## config.mk

```make
export PLATFORM = sky130hd
export DESIGN_NAME = xmem_bus_if
export DESIGN_NICKNAME = d
export VERILOG_FILES = /design/src/rtl/xmem_bus_if.sv
export SDC_FILE = /design/constraint.sdc
export NUM_CORES = 1
export LEC_CHECK = 0
export ABC_AREA = 1
export BUFFER_PORTS_ARGS = -buffer_cell sky130_fd_sc_hd__buf_2
export CAP_MARGIN = 15
export CORE_UTILIZATION = 40
export DETAILED_ROUTE_END_ITERATION = 6
export GPL_TIMING_DRIVEN = 0
export PLACE_DENSITY = 0.68
export SETUP_SLACK_MARGIN = 0.1
export SKIP_LAST_GASP = 1
export SYNTH_ARGS = -nofsm -noshare
export SYNTH_HDL_FRONTEND = slang
export SYNTH_SLANG_ARGS = --single-unit
```

## constraint.sdc

```tcl
create_clock -name clk -period 1.4 [get_ports clk]
set_input_delay 0.14 -clock clk [delete_from_list [all_inputs] [get_ports clk]]
set_output_delay 0.14 -clock clk [all_outputs]
set_load 0.005 [all_outputs]
```

## src/rtl/xmem_bus_if.sv

```systemverilog
module xmem_bus_if #(
  parameter int PH_CLKS = 2,
  parameter int INT_TOP = 4096
) (
  input  logic        clk,
  input  logic        rst_n,
  input  logic        ea_i,
  input  logic        fetch_req_i,
  input  logic [15:0] fetch_addr_i,
  output logic        fetch_busy_o,
  output logic        fetch_done_o,
  output logic [7:0]  fetch_data_o,
  output logic [11:0] imem_addr_o,
  input  logic [7:0]  imem_data_i,
  input  logic        data_req_i,
  input  logic        data_we_i,
  input  logic        data_short_i,
  input  logic [15:0] data_addr_i,
  input  logic [7:0]  data_wdata_i,
  output logic        data_busy_o,
  output logic        data_done_o,
  output logic [7:0]  data_rdata_o,
  output logic [7:0]  ad_o,
  output logic        ad_oe_o,
  input  logic [7:0]  ad_i,
  output logic [7:0]  ahi_o,
  output logic        ale_o,
  output logic        psen_n_o,
  output logic        rd_n_o,
  output logic        wr_n_o
);
  localparam int CW = (PH_CLKS > 1) ? $clog2(PH_CLKS) : 1;
  localparam logic [CW-1:0] LAST = CW'(PH_CLKS - 1);

  typedef enum logic [2:0] {S_IDLE, S_INT, S_ADDR, S_HOLD, S_TURN, S_STRB} st_t;
  typedef enum logic [1:0] {K_FETCH, K_RD, K_WR} kind_t;

  st_t           st;
  kind_t         kind;
  logic [CW-1:0] cnt;
  logic [7:0]    lo_q, wd_q, hi_q, rd_q;
  logic [11:0]   ia_q;
  logic          fdone_q, ddone_q;
  logic          last;

  assign last = (cnt == LAST);

  always_ff @(posedge clk or negedge rst_n) begin
    if (!rst_n) begin
      st      <= S_IDLE;
      kind    <= K_FETCH;
      cnt     <= '0;
      lo_q    <= '0;
      wd_q    <= '0;
      hi_q    <= 8'hFF;
      rd_q    <= '0;
      ia_q    <= '0;
      fdone_q <= 1'b0;
      ddone_q <= 1'b0;
    end else begin
      fdone_q <= 1'b0;
      ddone_q <= 1'b0;
      case (st)
        S_IDLE: begin
          cnt <= '0;
          if (fetch_req_i) begin
            kind <= K_FETCH;
            lo_q <= fetch_addr_i[7:0];
            ia_q <= fetch_addr_i[11:0];
            if (ea_i && ({1'b0, fetch_addr_i} < 17'(INT_TOP))) begin
              st <= S_INT;
            end else begin
              hi_q <= fetch_addr_i[15:8];
              st   <= S_ADDR;
            end
          end else if (data_req_i) begin
            kind <= data_we_i ? K_WR : K_RD;
            lo_q <= data_addr_i[7:0];
            wd_q <= data_wdata_i;
            if (!data_short_i) hi_q <= data_addr_i[15:8];
            st <= S_ADDR;
          end
        end
        S_INT: begin
          rd_q    <= imem_data_i;
          fdone_q <= 1'b1;
          st      <= S_IDLE;
        end
        S_ADDR, S_HOLD, S_TURN: begin
          if (last) begin
            cnt <= '0;
            st  <= (st == S_ADDR) ? S_HOLD : (st == S_HOLD) ? S_TURN : S_STRB;
          end else begin
            cnt <= cnt + 1'b1;
          end
        end
        S_STRB: begin
          if (last) begin
            if (kind != K_WR) rd_q <= ad_i;
            if (kind == K_FETCH) fdone_q <= 1'b1;
            else ddone_q <= 1'b1;
            st <= S_IDLE;
          end else begin
            cnt <= cnt + 1'b1;
          end
        end
        default: st <= S_IDLE;
      endcase
    end
  end

  wire phase_late = (st == S_TURN) || (st == S_STRB);

  assign fetch_busy_o = (st != S_IDLE) && (kind == K_FETCH);
  assign data_busy_o  = (st != S_IDLE) && (kind != K_FETCH);
  assign fetch_done_o = fdone_q;
  assign data_done_o  = ddone_q;
  assign fetch_data_o = rd_q;
  assign data_rdata_o = rd_q;
  assign imem_addr_o  = ia_q;
  assign ahi_o        = hi_q;
  assign ale_o        = (st == S_ADDR);
  assign psen_n_o     = !((st == S_STRB) && (kind == K_FETCH));
  assign rd_n_o       = !((st == S_STRB) && (kind == K_RD));
  assign wr_n_o       = !((st == S_STRB) && (kind == K_WR));
  assign ad_oe_o      = (st == S_ADDR) || (st == S_HOLD) || (phase_late && kind == K_WR);
  assign ad_o         = phase_late ? wd_q : lo_q;
endmodule


```

After elaboration in Yosys (flattened, before gate mapping)

Index checks and enable logic that the tools add are counted.
Widths: inputs -> output; s select.

$add $sub $neg: 1
$mul: 0
Div/mod/pow operators: 0
Magnitude comparators: 1
Eq/ne operators: 14
Shift operators: 0
Muxes and demuxes: 30
Bitwise gates (word level): 1
Reduce and logical (&&, ||, !) cells: 27

Operator list:

| cell                 | number |
|---|---|
| $mux 8               | 9 |
| $lt 16x13->1 const B | 1 |
| $pmux 8 s2           | 1 |
| $mux 3               | 5 |
| $ne 2x2->1 const B   | 6 |
| $pmux 3 s3           | 1 |
| $reduce_and 3->1     | 3 |
| $mux 1               | 8 |
| $mux 2               | 4 |
| $logic_and 1x1->1    | 7 |
| $eq 3x2->1 const B   | 2 |
| $eq 3x3->1 const B   | 2 |
| $reduce_bool 2->1    | 3 |
| $reduce_bool 3->1    | 2 |
| $reduce_and 2->1     | 2 |
| $reduce_and 4->1     | 1 |
| $eq 3x1->1 const B   | 1 |
| $logic_not 1->1      | 3 |
| $logic_not 3->1      | 1 |
| $logic_or 1x1->1     | 3 |
| $ne 3x3->1 const B   | 1 |
| $pmux 1 s3           | 1 |
| $reduce_or 3->1      | 1 |
| $eq 2x1->1 const B   | 1 |
| 5 further kinds      | 5 |

Flip-flop bits (word level): 52
Bits in latches: 0
RAM bits: 0
Bits in read-only memories: 0
Input port bits: 63
Output and inout bits: 53
Logic and storage cells: 84
Memories kept: 0

Depth between registers and ports, before layout

Depth after elaboration: 5
Depth in mapped cells: 9
Mapped depth without buffers: 8

Worst setup path after synthesis

No wires, ideal clock.

Path kind: reg-to-reg
From: register st[0]
To: register wd_q[6]
Setup time: 0.117 ns
Data arrival time: 1.161 ns
Data required time: 1.283 ns
Setup slack: 0.121 ns
Cell stages (with the launch flop): 8
Buffers on the path: 1
Period minus slack after synthesis: 1.279 ns
Cell sequence: dfrtp_1 -> nor2_4 -> nand2_4 -> inv_6 -> nand3_4 -> buf_6 -> nand2_1 -> o21ai_2

Longest elaborated chain between the ends: 2

RTL lines:

| item                              | line | text |
|---|---|---|
| start: declaration                | 38   | `st_t st;` |
| start signal: assignment          | 92   | `st <= (st == S_ADDR) ? S_HOLD : (st == S_HOLD) ? S_TURN : S_STRB;` |
| $logic_not 3->1                   | 63   | `case (st)` |
| $reduce_and 3->1 (no source line) | n/a  |  |
| end signal: assignment            | 79   | `wd_q <= data_wdata_i;` |
| end: declaration                  | 41   | `logic [7:0] lo_q, wd_q, hi_q, rd_q;` |

Every way passes these cells.
A chain may end at the register's enable or synchronous reset.

Worst setup path in the final report

From: register st[1]
To: output ad_o[7]

Longest elaborated chain between the ends: 3
Elaborated cells between the ends (all ways): 4
Those cells by class: eq/ne (2); mux (1); reduce/logical (1)

RTL lines:

| item                 | line | text |
|---|---|---|
| $eq 3x3->1           | 112  | `wire phase_late = (st == S_TURN) \|\| (st == S_STRB);` |
| $logic_or 1x1->1 (*) | 112  |  |
| $mux 8 (*)           | 127  | `assign ad_o = phase_late ? wd_q : lo_q;` |
| end: declaration     | 23   | `output logic [7:0] ad_o,` |

Mark *: on every way between the ends. The rest lies on a longest branch, timed or not.

==> flow_summary.yaml <==
sta:
  fmax_ghz: 0.639
  slew_viol_final: 0
  timing.slew.headroom_pct: 63.0
  timing.final.ws_setup_ns: -0.165
  fin_crit_ns: 1.57
  finalSetupViolations: 54
  final_hold_viol_count: 0
  worst-slew-pin-transition_ns: 0.554
  fin_skew_ns: 0.0100
  finalCritPeriodShare_pct: 112
  rsz0062_at_grt: "true"
  whs_ns: 0.0352
clocking:
  cts-root-buf: "clkbuf_8"
  numCtsBuffers: 5
  cts-htree-levels: 2
  cts_max_path_buffers: 2
  cts_tree: "done"
  clk_pin_slew_ns: 0.10
  cts_sinks: 52
  clock_latency_ns: 0.31
global_routing:
  grt_first_pass_wirelength_microns: 12900
  grt_pass1_vias: 2767
  antenna_found_initial: 0
  grtUsageTotal_pct: 22.4
  grt_max_degree: 53
  grt-ovfl-total: 0
placed_design:
  numPortBuffers: 114
  pre_cts_ws_ns: -0.0639
  dpl.hpwl_microns: 5180
  gp_congestion: 0.819
  place_area_sq_um: 3490
logic_synthesis:
  synth_cell_types: 27
  syn-num-nets: 419
  synthMuxAreaShare_pct: 0
  synth_compound_area_share_pct: 9.29
  synthCells: 356
  synth-xor-area-share_pct: 0
  synth_top_family_by_area: "simple AND/OR/NAND/NOR gates"
  synth_area_per_cell_sq_um: 7.87
  ys_seq_elements: 52
  yosys.area_share.simple_pct: 33.6
  yosysWarnings: 0
  yosys.area_share.adder_pct: 0
  netlist_area_sq_um: 2800
  yosysSeqAreaShare_pct: 46.8
pwr:
  clock_power_share_pct: 13.2
  p_per_area_nw_per_um2: 2080
  p_leak_uw: 0.00241
  switchingPower_uw: 3630
  vdd_ir_drop_max_mv: 0.932
  pwr-share-seq_pct: 30.6
  p_sw_share_pct: 39.6
  intPower_uw: 5540
  combPwrFrac_pct: 56.2
  total_power_uw: 9170
finish:
  final_net_count: 583
  fin_util_pct: 65.0
  drive_gt1_share_pct: 55.8
  fin_area_sq_um: 4420
  fill_cells: 555
  diodes: 0
  area_growth_pct: 57.7
drt:
  antenna_left: 0
  vias_per_cell: 4.74
  wl_microns: 8180
  first_iter_violations: 83
  dr.pass1.iters: 4
  drc_errors: 0
  wire_per_inst_microns: 13.3
  num_vias: 2921
floorplan:
  die_y_microns: 85.7
  boundaryPins: 116
  fp.dieArea_sq_um: 7340
  rows: 30
  die_w_microns: 85.7
  start_util_pct: 41.2
  core_area_sq_um: 6790
critical_path:
  cp-end-kind: "output pin"
  critPathRequiredTime_ns: 1.26
  worst-path-max-fanout: 7
  critPathKind: "flop to output pin"
  cp.arrival_ns: 1.43
  cp-start-kind: "flop"
run_status:
  failed_checks: "negative setup slack"
  run_status: "finished with violations"
hold_path:
  min_path_type: "input pin to flop"
job:
  cap_viol_max_count: 0
[stage by stage]
| step | std cells | TNS [ns] |
|---|---|---|
| after floorplan | 356 | 0 |
| after global placement | 566 | -0.323 |
| after detailed placement | 566 | -0.370 |
| after CTS | 603 | -1.77 |
| after global routing | 616 | -7.35 |
| final | 616 | -3.33 |
[cell usage after synthesis]
master      n  area, sq um
nor2_2      1         6.26
nand3_2     3         30.0
nand2_4     4         45.0
inv_2       4         15.0
o22ai_2     1         12.5
nor2_1     13         48.8
a21oi_1     3         15.0
nor2_8      1         20.0
nand2_1   158          593
inv_1      30          113
buf_4       9         67.6
dfrtp_1    44         1100
or2_2       8         50.1
nor2_4      2         22.5
clkbuf_1    2         7.51
o211ai_1    9         67.6
o21ai_2     8         70.1
nand3_4     2         35.0
nand3_1    14         70.1
buf_2       1         5.00
nor3_1      3         15.0
clkinv_1    1         3.75
buf_6       6         67.6
nand4_1     1         6.26
o21ai_0    19         95.1
dfstp_2     8          210
inv_6       1         8.76
[per-layer routing]
metal / part of all wire [%] / wire length [microns] / vias up / GRT usage, %
met5: 0 / 0 / - / 0
met4: 2.4 / 194 / 0 / 8.48
met3: 4.4 / 358 / 19 / 3.46
met2: 51 / 4210 / 81 / 38.2
met1: 42 / 3420 / 1383 / 28.8
li1: - / - / 1438 / -
[sequential cells by signal, indices dropped and copies added, names as in the netlist]
signal and count:
imem_addr_o 12, fetch_done_o 1, data_rdata_o 8, st 3, ahi_o 8, cnt 1
lo_q 8, wd_q 8, data_done_o 1, kind 2
[cell usage in the layout (no fill, tap or decap), types with 2 or more instances in the layout]
master       n
a21oi_1      3
buf_12       3
buf_16       2
buf_2      115
buf_4       27
buf_6       22
buf_8        3
bufinv_16    2
clkbuf_8     5
dfrtp_1     43
dfstp_2      8
inv_1       29
inv_4        3
inv_6        2
nand2_1    114
nand2_2     39
nand2_4      6
nand2_8      4
nand3_1      8
nand3_2      7
nand3_4      4
nor2_1       7
nor2_2       5
nor2_4       4
o211ai_1     9
o21ai_0      2
o21ai_1     11
o21ai_2     14
or2_2        8
[power groups by stage]
stage / Clock, uW / Sequential, uW / Combinational [uW]
after CTS: 1220 / 2750 / 4540
after global routing: 1290 / 2890 / 5660
after detailed placement: 0 / 2700 / 3430
final: 1210 / 2800 / 5160
after global placement: 0 / 2680 / 3380
after floorplan: 0 / 2680 / 2150
[cell type report]
class | count | area [sq um] | share of cell area (%)
plain buffers | 18 | 176 | 3.99
clock buffers | 5 | 68.8 | 1.56
clock inverters | 2 | 60.1 | 1.36
inverters | 36 | 158 | 3.57
multi-input cells | 251 | 1500 | 33.9
flip-flops and latches | 52 | 1310 | 29.7
well taps | 96 | 120 | 2.72
repair buffers | 156 | 1020 | 23.2
[cells by family after synthesis]
group,count (synthesis)
buffers and inverters,54
AOI/OAI and AO/OA,40
DFF,52
and+or+nand+nor,210
[path summary, 6_finish.rpt]
path                                 startpoint               to  slack (ns)  cells past startpoint
worst max-delay path                      st[1]          ad_o[7]       -0.17                      6
worst min-delay path            fetch_addr_i[3]   imem_addr_o[3]        0.04                      3
worst max register to register            st[1]  data_rdata_o[5]       -0.10                      9
worst min register to register         ahi_o[5]         ahi_o[5]        0.47                      2
max in group asynchronous                 rst_n         ahi_o[3]        0.43                      3
min in group asynchronous                 rst_n  data_rdata_o[2]        0.34                      2
[critical path, stage by stage, from the launching register on]
cell and delay [ns]:
dfrtp_1 0.38, buf_6 0.15, nor2_8 0.20, buf_6 0.14
nand2_1 0.04, o21ai_1 0.07, buf_2 0.13
[repair_timing]
action                                 4_1_cts  5_1_grt
hold buffers                                 0        1
resized for setup                           89       46
setup buffers                               23       11
endpoints found under the hold margin        0       16
gates cloned                                 7        0
pin swaps                                   16        6
setup endpoints to repair                   61       66
Power figures use the tool's default switching activity.
